<file path="config.mk">
export PLATFORM = sky130hd
export DESIGN_NAME = xpt_ctrl
export DESIGN_NICKNAME = d
export VERILOG_FILES = /design/src/rtl/xpt_pkg.sv /design/src/rtl/xpt_sync.sv /design/src/rtl/xpt_stages.sv /design/src/rtl/xpt_bbm.sv /design/src/rtl/xpt_ctrl.sv
export SDC_FILE = /design/constraint.sdc
export NUM_CORES = 1
export LEC_CHECK = 0
export BUFFER_PORTS_ARGS = -buffer_cell sky130_fd_sc_hd__buf_2
export CORE_ASPECT_RATIO = 0.75
export CORE_UTILIZATION = 60
export DETAILED_ROUTE_END_ITERATION = 8
export GPL_TIMING_DRIVEN = 0
export MAX_ROUTING_LAYER = met4
export PLACE_DENSITY = 0.92
export SLEW_MARGIN = 0
export SYNTH_ARGS = -nofsm -noshare
export SYNTH_HDL_FRONTEND = slang
export SYNTH_SLANG_ARGS = --single-unit
</file>
<file path="constraint.sdc">
create_clock -name clk -period 2.2 [get_ports clk]
set_input_delay 0.11 -clock clk [delete_from_list [all_inputs] [get_ports clk]]
set_output_delay 0.11 -clock clk [all_outputs]
set_load 0.1 [all_outputs]
</file>
<file path="src/rtl/xpt_pkg.sv">
package xpt_pkg;

  // synchronized control bundle, all fields active as on the pins
  typedef struct packed {
    logic ld_n;
    logic xfer_n;
    logic cs_n;
    logic rd;
  } ctl_t;

  // node numbering: all rows of column 0 first, then column 1, ...
  function automatic int node_idx(int col, int row, int rows);
    return col * rows + row;
  endfunction

  // break phase: keep only nodes that are both closed now and wanted
  function automatic logic [63:0] break_of(logic [63:0] now_en, logic [63:0] want);
    return now_en & want;
  endfunction

endpackage

</file>
<file path="src/rtl/xpt_sync.sv">
module xpt_sync #(
  parameter int W = 4,
  parameter logic [W-1:0] RST_VAL = '1
) (
  input  logic         clk,
  input  logic         rst_n,
  input  logic [W-1:0] d,
  output logic [W-1:0] q
);

  generate
    for (genvar i = 0; i < W; i++) begin : g_bit
      logic m1, m2;
      always_ff @(posedge clk or negedge rst_n) begin
        if (!rst_n) begin
          m1 <= RST_VAL[i];
          m2 <= RST_VAL[i];
        end else begin
          m1 <= d[i];
          m2 <= m1;
        end
      end
      assign q[i] = m2;
    end
  endgenerate

endmodule

</file>
<file path="src/rtl/xpt_stages.sv">
module xpt_stages #(
  parameter int N  = 32,
  parameter int IW = $clog2(N)
) (
  input  logic          clk,
  input  logic          rst_n,
  input  logic          ld_evt,
  input  logic          xfer_open,
  input  logic [IW-1:0] idx,
  input  logic          din,
  output logic [N-1:0]  pending,
  output logic [N-1:0]  active
);

  always_ff @(posedge clk or negedge rst_n) begin
    if (!rst_n) begin
      pending <= '0;
    end else if (ld_evt) begin
      pending[idx] <= din;
    end
  end

  always_ff @(posedge clk or negedge rst_n) begin
    if (!rst_n) begin
      active <= '0;
    end else if (xfer_open) begin
      active <= pending;
    end
  end

endmodule

</file>
<file path="src/rtl/xpt_bbm.sv">
module xpt_bbm #(
  parameter int N          = 32,
  parameter int BBM_CYCLES = 8,
  parameter int CW         = $clog2(BBM_CYCLES + 1)
) (
  input  logic          clk,
  input  logic          rst_n,
  input  logic [N-1:0]  active,
  output logic [N-1:0]  switch_en,
  output logic [N-1:0]  tgt,
  output logic [CW-1:0] cnt
);

  localparam logic [CW-1:0] GAP = CW'(BBM_CYCLES);

  logic          retarget;
  logic [N-1:0]  brk;
  logic [63:0]   brk_w;

  assign retarget = (active != tgt);
  assign brk_w    = xpt_pkg::break_of(64'(switch_en), 64'(active));
  assign brk      = brk_w[N-1:0];

  always_ff @(posedge clk or negedge rst_n) begin
    if (!rst_n) begin
      switch_en <= '0;
      tgt       <= '0;
      cnt       <= '0;
    end else if (retarget) begin
      switch_en <= brk;
      tgt       <= active;
      cnt       <= GAP;
    end else if (cnt != '0) begin
      cnt <= cnt - 1'b1;
      if (cnt == CW'(1)) switch_en <= tgt;
    end
  end

endmodule

</file>
<file path="src/rtl/xpt_ctrl.sv">
module xpt_ctrl #(
  parameter int NX         = 4,
  parameter int NY         = 8,
  parameter int BBM_CYCLES = 8
) (
  input  logic                  clk,
  input  logic                  mrst_n,
  input  logic                  cs_n,
  input  logic                  rd_nwr,
  input  logic                  ld_n,
  input  logic                  xfer_n,
  input  logic [$clog2(NX)-1:0] sel_x,
  input  logic [$clog2(NY)-1:0] sel_y,
  input  logic                  din,
  output logic                  dout,
  output logic                  dout_en,
  output logic [NX*NY-1:0]      switch_en
);

  localparam int N  = NX * NY;
  localparam int IW = $clog2(N);
  localparam int CW = $clog2(BBM_CYCLES + 1);

  logic [3:0]        ctl_raw_s;
  xpt_pkg::ctl_t     ctl_s;
  logic              ld_prev;
  logic              ld_fall;
  logic              ld_evt;
  logic              xfer_open;
  logic              rd_sel;
  logic [IW-1:0]     idx;
  logic [N-1:0]      pending;
  logic [N-1:0]      active;
  logic [N-1:0]      tgt;
  logic [CW-1:0]     seq_cnt;

  xpt_sync #(.W(4), .RST_VAL(4'b1111)) u_sync (
    .clk   (clk),
    .rst_n (mrst_n),
    .d     ({ld_n, xfer_n, cs_n, rd_nwr}),
    .q     (ctl_raw_s)
  );

  assign ctl_s = xpt_pkg::ctl_t'(ctl_raw_s);

  always_ff @(posedge clk or negedge mrst_n) begin
    if (!mrst_n) ld_prev <= 1'b1;
    else         ld_prev <= ctl_s.ld_n;
  end

  assign ld_fall   = ld_prev & ~ctl_s.ld_n;
  assign ld_evt    = ld_fall & ~ctl_s.cs_n & ~ctl_s.rd;
  assign xfer_open = ~ctl_s.xfer_n;
  assign rd_sel    = ~ctl_s.cs_n & ctl_s.rd;
  assign idx       = IW'(xpt_pkg::node_idx(int'(sel_x), int'(sel_y), NY));

  xpt_stages #(.N(N), .IW(IW)) u_stages (
    .clk       (clk),
    .rst_n     (mrst_n),
    .ld_evt    (ld_evt),
    .xfer_open (xfer_open),
    .idx       (idx),
    .din       (din),
    .pending   (pending),
    .active    (active)
  );

  xpt_bbm #(.N(N), .BBM_CYCLES(BBM_CYCLES), .CW(CW)) u_bbm (
    .clk       (clk),
    .rst_n     (mrst_n),
    .active    (active),
    .switch_en (switch_en),
    .tgt       (tgt),
    .cnt       (seq_cnt)
  );

  assign dout    = active[idx];
  assign dout_en = rd_sel;

endmodule

</file>
# ---- Word level (Yosys, flattened, before mapping)
# Index checks and enable logic that the tools add are counted.
dict set report classes {
  add_sub_neg 2
  order_cmp 2
  eq_ne 2
  n_mux 10
  n_bitwise 8
  reduce_logical 5
}
# operator count
set op_table {}
lappend op_table {{2-to-1 mux 32 bit} 3}
lappend op_table {{bitwise AND 32 bit} 1}
lappend op_table {{bitwise mux 32 bit} 1}
lappend op_table {{!= test 32 bit} 1}
lappend op_table {{2-to-1 mux 4 bit} 2}
lappend op_table {{< comparator 5 x 6 -> 1 bit, second input constant} 1}
lappend op_table {{adder 5 x 3 -> 5 bit} 1}
lappend op_table {{binary-select mux 1 bit (select 5 bit)} 1}
lappend op_table {{demux 1 bit (select 5 bit)} 1}
lappend op_table {{>= comparator 5 x 1 -> 1 bit, second input constant} 1}
lappend op_table {{bitwise AND 1 bit} 4}
lappend op_table {{== test 4 x 1 -> 1 bit, second input constant} 1}
lappend op_table {{nonzero test 2 bit} 2}
lappend op_table {{nonzero test 4 bit} 1}
lappend op_table {{subtractor 4 x 1 -> 4 bit, second input constant} 1}
lappend op_table {{inverter 1 bit} 3}
lappend op_table {{2-to-1 mux 1 bit} 2}
lappend op_table {{AND reduction 2 bit} 1}
lappend op_table {{logical AND 1 bit} 1}
dict set report totals {
  register_bits 141
  output_inout_bits 34
  word_cells 43
}

# ---- Logic depth before layout (Yosys ltp)
# Gate-level depths: netlist of the first run.
dict set report logic_depth {
  depth_word 6
  mapped_depth 7
  depth_no_buf 6
}

# ---- By module
# Synthesis of the first run repeated with hierarchy kept, for this count alone.
dict set report hier_totals {
  hier_cells 545
  area_unflattened_um2 6392.4
}
# mod n_inst cells_each area_per_inst_um2 seq_area_each_um2
set by_module_without_submodules {}
lappend by_module_without_submodules {xpt_bbm 1 305 3121.7 1701.6}
lappend by_module_without_submodules {xpt_stages 1 183 2660.1 1601.5}
lappend by_module_without_submodules {xpt_ctrl 1 45 370.4 26.3}
lappend by_module_without_submodules {xpt_sync 1 12 240.2 210.2}

# ---- Worst setup path after synthesis of the first run
# OpenSTA, ideal clock, no wires.
dict set report synth_path {
  kind {input port to output port}
  from {in sel_y[0]}
  to {out dout}
  t_arrival_ps 2331
  required_time_ps 2090
  setup_slack_ps -241
  path_stages 5
  path_buffers 2
  path_cell_list {clkbuf_1 > clkbuf_1 > mux4_2 > a22oi_1 > nand4_1}
}
dict set report synth_via {
  elab_chain_len 3
}
# item line_no
set synth_rtl {}
lappend synth_rtl {{from (decl)} xpt_ctrl.sv:13} ;# input logic [$clog2(NY)-1:0] sel_y,
lappend synth_rtl {{adder 5 x 3 -> 5 bit} xpt_pkg.sv:13} ;# return col * rows + row;
lappend synth_rtl {{binary-select mux 1 bit (select 5 bit)} xpt_ctrl.sv:77} ;# assign dout = active[idx];
lappend synth_rtl {{2-to-1 mux 1 bit (implied by the code)} xpt_ctrl.sv:77}
lappend synth_rtl {{to (decl)} xpt_ctrl.sv:15} ;# output logic dout,
# No other way between the ends. The select of a mux whose other input is x is not followed.

# ---- Worst setup path after layout of the first run
dict set report layout_path {
  from {reg u_stages.active[0]}
  to {reg u_bbm.switch_en[20]}
}
dict set report layout_via {
  elab_chain_len 3
  word_cells_on_any_way 5
  cone_classes {eq/ne (1); mux (1); reduce/logical (3)}
}
# item line_no
set layout_rtl {}
lappend layout_rtl {{from (decl)} xpt_stages.sv:12} ;# output logic [N-1:0] active
lappend layout_rtl {{from (signal assigned)} xpt_stages.sv:27} ;# active <= pending;
lappend layout_rtl {{!= test 32 bit (*)} xpt_bbm.sv:20} ;# assign retarget = (active != tgt);
lappend layout_rtl {{nonzero test 2 bit (no source line)} n/a}
lappend layout_rtl {{AND reduction 2 bit (no source line)} n/a}
lappend layout_rtl {{to (signal assigned)} xpt_bbm.sv:30} ;# switch_en <= brk;
lappend layout_rtl {{to (signal assigned)} xpt_bbm.sv:35} ;# if (cnt == CW'(1)) switch_en <= tgt;
lappend layout_rtl {{to (decl)} xpt_bbm.sv:9} ;# output logic [N-1:0] switch_en,
# Mark *: on every way between the ends. The rest lies on a longest branch, timed or not.
# A chain may end at the register's enable or synchronous reset.

==> results.py, run 1 <==
metrics = {
    "run_status": {
        "outcome": "complete, but fails checks",
        "violations": "negative setup slack",
    },
    "clock_tree": {
        "cts_buffers": 17,
        "clock_path_buffers": 2,
        "cts_root_buffer": "clkbuf_16",
        "clkSlewWorstSetupHoldPaths_ns": 0.06,
        "clock_sinks": 141,
        "htreeDepth": 4,
        "insertion_delay_ns": 0.42,
        "cts_tree": "done",
    },
    "routing": {
        "drt_iter0_drc": 374,
        "postRouteAntennaNets": 0,
        "drt-pass1-iter-count": 5,
        "drt_drc_violations_left": 0,
        "vias": 4599,
        "finalWirelength_um": 15140,
        "avgViaCountPerCell": 6.232,
        "detail_route.wl_per_cell_um": 20.51,
    },
    "timing": {
        "final.min_clock_period_ns": 2.236,
        "timing.final.ws_setup_ns": -0.03578,
        "hold_viol_final": 0,
        "rsz0062_at_grt": "true",
        "setup_viol": 3,
        "fmax_mhz": 447.3,
        "tightest_slew_ns": 0.7523,
        "tns_ns": -0.06047,
        "relSlewSlack_pct": 49.74,
        "drv_slew": 0,
        "skew_ns": 0.007550,
        "fin_crit_sh_pct": 101.6,
    },
    "synthesis": {
        "yosys-mux-area-fraction_pct": 14.69,
        "ys_types": 33,
        "yosysWarnings": 0,
        "netlist_area_um2": 6208,
        "synth_area_leaders": "dfrtp_1 53%, mux2_2 12%, nand2_1 5.6%, xor2_1 4.5%, a31o_1 4.2%",
        "synthXorXnorAreaFrac_pct": 4.655,
        "synth_top_area_cell": "dfrtp_1",
        "syn-num-nets": 536,
        "synth_simple_gate_area_share_pct": 9.915,
        "synth_top_family_by_area": "multiplexers",
        "seq_area_frac_synth_pct": 57.01,
        "synth_compound_area_share_pct": 9.129,
        "synth-seq-cells": 141,
        "syn-instance-count": 522,
        "synth_top_area_share_pct": 53.20,
        "synthAdderAreaFrac_pct": 0.4031,
        "syn_area_per_cell_um2": 11.89,
    },
    "floorplan": {
        "coreArea_um2": 9852,
        "die_x_um": 119.5,
        "die_area_um2": 10760,
        "ios": 46,
        "num_rows": 31,
        "die_h_um": 90.10,
        "start_util_pct": 63.02,
    },
    "power_and_ir_drop": {
        "ir_drop_v": 0.001016,
        "p_per_area_nw_per_um2": 906.9,
        "cellLeakagePower_nw": 3.568,
    },
    "setup_path": {
        "cp_data_required_time_ns": 2.56,
        "path_class": "flop to flop",
        "arrival_ns": 2.60,
        "crit_path_max_fanout": 10,
        "r2r_setup_slack_ns": -0.04,
        "end_kind": "flop",
        "crit_path_start_kind": "flop",
    },
    "cells_and_area": {
        "layout_commonest_cell": "dfrtp_1",
        "n_antenna_cell": 0,
        "drive_above_1_share_pct": 32.34,
        "final_nets": 607,
        "stdcell_count": 738,
        "final_cell_mix": "120 x dfrtp_1, 93 x nand2_1, 65 x mux2_2",
        "fill_cells": 603,
        "areaGrowthSynthToFinish_pct": 19.93,
    },
    "grt": {
        "grt.overflow.total": 0,
        "grt_pass1_vias": 4731,
        "grt_pass1_wl_um": 24090,
        "track_usage_pct": 30.85,
        "grt_max_degree": 76,
        "grt_antenna_before_repair": 0,
    },
    "flow_run": {
        "cap_violations": 0,
    },
    "place": {
        "place_inst": 698,
        "portBuffers": 43,
        "dp_slack_ns": -0.3888,
        "place_congestion": 0.8568,
        "dpl.hpwl_um": 9730,
    },
    "worst_hold_path": {
        "hold_path.class": "input pin to async pin",
    },
}
[synth_stat cells, drive strengths merged]
master	number
ha	2
nor4b	2
a211o	1
or3	1
or2	1
nand2	93
and3b	4
nor3	4
mux2	65
mux4	8
and3	2
and2	1
nand3	1
clkbuf	55
nor4	9
inv	3
a31o	32
xnor2	1
nor2	9
xor2	32
nand3b	1
dfrtp	132
dfstp	9
buf	8
nor2b	2
nor3b	3
nand2b	1
nand4	3
a211oi	33
a22oi	4
[layer usage]
metal	vias to the layer above	global-route usage, %	part of all wire [%]
met5	-	-	0
met4	0	14.58	3.0
met3	46	7.234	6.9
met2	226	47.21	49
met1	2363	39.12	41
li1	1964	-	-
[critical path, cell delays in order, from the launching register on]
cell and delay [ns]:
dfrtp_2 0.47, xor2_1 0.22, nor4_2 0.33, nand4_1 0.21
buf_4 0.21, clkbuf_1 0.25, a211oi_1 0.34, a31o_1 0.14
[where the power goes]
| part | internal (W) | switching [W] | leakage (nW) |
|---|---|---|---|
| logic | 0.000317 | 0.000563 | 1.37 |
| clock network | 0.00198 | 0.00104 | 0.305 |
| registers | 0.00272 | 0.000135 | 1.90 |
| total | 0.00502 | 0.00174 | 3.57 |
[cell families after synthesis]
family / count (synthesis)
DFF: 141
and+or+nand+nor: 137
muxes: 73
AOI/OAI and AO/OA: 70
buffers and inverters: 66
xor gates and xnor gates: 33
adders and majority gates: 2
[metrics by stage]
stage	utilization (%)	hold WS, ns	cell area (um2)	power (W)
final	75.58	0.2508	7446	0.006753
after global routing	75.58	0.2783	7446	0.006958
after global placement	66.93	0.2150	6594	0.003567
after CTS	74.96	0.2407	7385	0.006704
after detailed placement	67.27	0.1424	6628	0.003625
after floorplan	-	-0.1856	6213	0.003351
[flip-flops by register name (all words and copies together) (netlist names)]
signal,count
u_sync.g_bit.m2,4
u_sync.g_bit.m1,4
ld_prev,1
u_bbm.cnt,4
u_stages.active,32
u_bbm.switch_en,32
u_bbm.tgt,32
u_stages.pending,32
[worst paths after layout]
kind / from / endpoint / cells past startpoint
setup reg to reg: u_stages.active[0]$_DFFE_PN0N_ / u_bbm.switch_en[20]$_DFFE_PN0P_ / 7
hold / removal: mrst_n / u_bbm.cnt[1]$_DFFE_PN0P_ / 2
max in group asynchronous: mrst_n / u_stages.active[31]$_DFFE_PN0N_ / 3
setup / recovery: u_stages.active[0]$_DFFE_PN0N_ / u_bbm.switch_en[20]$_DFFE_PN0P_ / 7
hold reg to reg: u_sync.g_bit[3].m1$_DFF_PN1_ / u_sync.g_bit[3].m2$_DFF_PN1_ / 0
min in group clk: sel_x[0] / u_stages.pending[10]$_DFFE_PN0P_ / 4
[cell type report]
cell class / count / area [um2] / share of cell area, %
plain buffers: 63 / 277.8 / 3.730
clock inverters: 7 / 135.1 / 1.815
flip-flops and latches: 141 / 3555 / 47.74
multi-input cells: 315 / 2486 / 33.39
inverters: 3 / 11.26 / 0.1512
repair buffers: 52 / 330.3 / 4.436
well taps: 132 / 165.2 / 2.218
clock buffers: 25 / 485.5 / 6.520
[what timing repair did]
item                       CTS  global route
setup buffers                2             0
hold endpoints to repair    63             0
setup endpoints to repair   55            34
resized for setup           13            35
hold buffers                 6             0
pin swaps                    3             5
Note: power is estimated with default switching activity, not from simulation.
==> run 2: changes to the inputs <==
Settings changed: PLACE_DENSITY 0.92 to default, PLACE_DENSITY_LB_ADDON from default to 0.05.
==> results.py, run 2 (synthesis gave the netlist of run 1 again) <==
metrics = {
    "run_status": {
        "outcome": "finished, final reports clean",
    },
    "floorplan": {
        "die_x_um": 119.5,
        "die_h_um": 90.10,
        "die_area_um2": 10760,
        "start_util_pct": 63.02,
        "ios": 46,
        "num_rows": 31,
        "coreArea_um2": 9852,
    },
    "routing": {
        "postRouteAntennaNets": 0,
        "drt-pass1-iter-count": 5,
        "finalWirelength_um": 14830,
        "drt_iter0_drc": 419,
        "vias": 4472,
        "detail_route.wl_per_cell_um": 20.04,
        "avgViaCountPerCell": 6.043,
        "drt_drc_violations_left": 0,
    },
    "place": {
        "place_congestion": 0.8185,
        "portBuffers": 43,
        "placed_area_um2": 6628,
        "dpl.hpwl_um": 9580,
    },
    "cells_and_area": {
        "final_cell_mix": "112 x dfrtp_1, 93 x nand2_1, 65 x mux2_2",
        "seq_area_um2": 3565,
        "n_antenna_cell": 0,
        "final_nets": 609,
        "drive_above_1_share_pct": 35.36,
        "final_area_um2": 7510,
        "layout_commonest_cell": "dfrtp_1",
        "areaGrowthSynthToFinish_pct": 20.96,
        "multi_input_area_um2": 2510,
        "fill_cells": 635,
    },
    "clock_tree": {
        "insertion_delay_ns": 0.42,
        "cts_root_buffer": "clkbuf_16",
        "cts_buffers": 17,
        "clock_path_buffers": 2,
        "clock_sinks": 141,
        "cts_tree": "done",
        "clkSlewWorstSetupHoldPaths_ns": 0.06,
        "htreeDepth": 4,
    },
    "setup_path": {
        "arrival_ns": 2.55,
        "worst_r2r_path_depth": 7,
        "reg2reg_from": "u_stages.active[25]$_DFFE_PN0N_",
        "crit_path_start_kind": "flop",
        "r2r_setup_slack_ns": 0.003,
        "r2r-end": "u_bbm.switch_en[20]$_DFFE_PN0P_",
        "cp_data_required_time_ns": 2.55,
        "path_class": "flop to flop",
        "end_kind": "flop",
        "crit_path_max_fanout": 10,
    },
    "grt": {
        "track_usage_pct": 30.46,
        "grt_max_degree": 89,
        "grt_pass1_vias": 4412,
        "grt.overflow.total": 0,
        "grt_pass1_wl_um": 23720,
        "grt_antenna_before_repair": 0,
    },
    "timing": {
        "tightest_slew_ns": 0.8413,
        "final.min_clock_period_ns": 2.197,
        "hold_viol_final": 0,
        "relSlewSlack_pct": 43.79,
        "fin_crit_sh_pct": 99.88,
        "fmax_mhz": 455.1,
        "setup_viol": 0,
        "timing.hold.ws_ns": 0.2767,
        "skew_ns": 0.009099,
        "drv_slew": 0,
        "rsz0062_at_grt": "true",
    },
    "flow_run": {
        "cap_violations": 0,
    },
    "power_and_ir_drop": {
        "ir_drop_v": 0.0006512,
        "cellLeakagePower_nw": 3.563,
        "p_total_w": 0.006785,
        "p_per_area_nw_per_um2": 903.5,
    },
    "worst_hold_path": {
        "hold_path.class": "input pin to flop",
        "min_to": "u_stages.pending[19]$_DFFE_PN0P_",
        "whs_path_depth": 4,
        "min_from": "sel_x[1]",
    },
}
## run 2: cell types whose count changed in the layout (fill, tap and decap cells not counted), moves of 3 or more
cell / before / now
clkbuf_1: 51 / 46
dfrtp_2: 12 / 20
dfrtp_1: 120 / 112
a22oi_1: 4 / 0
clkinvlp_4: 0 / 3
clkbuf_8: 3 / 0
clkinv_4: 0 / 4
a211oi_1: 29 / 26
a211oi_2: 4 / 7
a22oi_2: 0 / 4
## run 2: layout make-up
| class | count | share of cell area, % |
|---|---|---|
| flip-flops and latches | 141 | 47.47 |
| multi-input cells | 315 | 33.42 |
| clock buffers | 19 | 5.765 |
| repair buffers | 54 | 4.715 |
| plain buffers | 63 | 3.732 |
| clock inverters | 13 | 2.549 |
| well taps | 132 | 2.199 |
| inverters | 3 | 0.1500 |
## run 2: worst max-delay path by stage
stage / startpoint / endpoint / slack (ns) / cells past startpoint
6_report: u_stages.active[25]$_DFFE_PN0N_ / u_bbm.switch_en[20]$_DFFE_PN0P_ / 0.003 / 7
5_1_grt: u_stages.active[25]$_DFFE_PN0N_ / u_bbm.switch_en[20]$_DFFE_PN0P_ / -0.08 / 7
4_1_cts: u_stages.active[6]$_DFFE_PN0N_ / u_bbm.switch_en[14]$_DFFE_PN0P_ / 0.004 / 7
3_5_place_dp: u_bbm.cnt[0]$_DFFE_PN0P_ / u_bbm.switch_en[20]$_DFFE_PN0P_ / -0.42 / 7
3_3_place_gp: mrst_n / u_bbm.switch_en[15]$_DFFE_PN0P_ / -0.90 / 1
2_1_floorplan: sel_y[0] / dout / 0.03 / 5
## run 2: per-layer routing
layer  track usage, %  share of wire (%)  routed length, um  vias to the layer above
li1                 -                  -                  -                     1965
met1            42.05                 45               6745                     2321
met2            45.95                 48               7061                      164
met3            5.901                5.3                788                       22
met4            9.583                1.6                231                        0
met5                -                  0                  0                        -
## run 2: where the power goes
group          internal, W  leakage, nW  switching, W  total [W]
logic             0.000326         1.38      0.000583   0.000909
registers          0.00272         1.89      0.000129    0.00285
clock network      0.00190        0.294       0.00112    0.00303
## run 2: repair_timing
action | in CTS | in global routing
setup endpoints to repair | 37 | 32
pin swaps | 3 | 7
hold endpoints to repair | 85 | 0
gates resized for setup | 11 | 56
gates cloned | 0 | 0
hold buffers | 6 | 0
setup buffers | 2 | 2
## run 2: stage by stage
| step | utilization (%) | setup TNS, ns | worst slack [ns] | instances |
|---|---|---|---|---|
| 6_report | 76.23 | 0 | 0.002676 | 740 |
| 3_3_place_gp | 66.93 | -127.83 | -0.9030 | 697 |
| 3_5_place_dp | 67.27 | -10.91 | -0.4238 | 698 |
| 4_1_cts | 74.87 | 0 | 0.003973 | 738 |
| 2_1_floorplan | - | 0 | 0.02572 | 522 |
| 5_1_grt | 76.23 | -0.8469 | -0.07910 | 740 |
## run 2: critical path, cell delays in order (launching register included)
cell	delay, ns
dfrtp_1	0.45
xor2_1	0.19
nor4_1	0.40
nand4_1	0.21
buf_4	0.21
clkbuf_1	0.27
a211oi_1	0.26
a31o_1	0.15
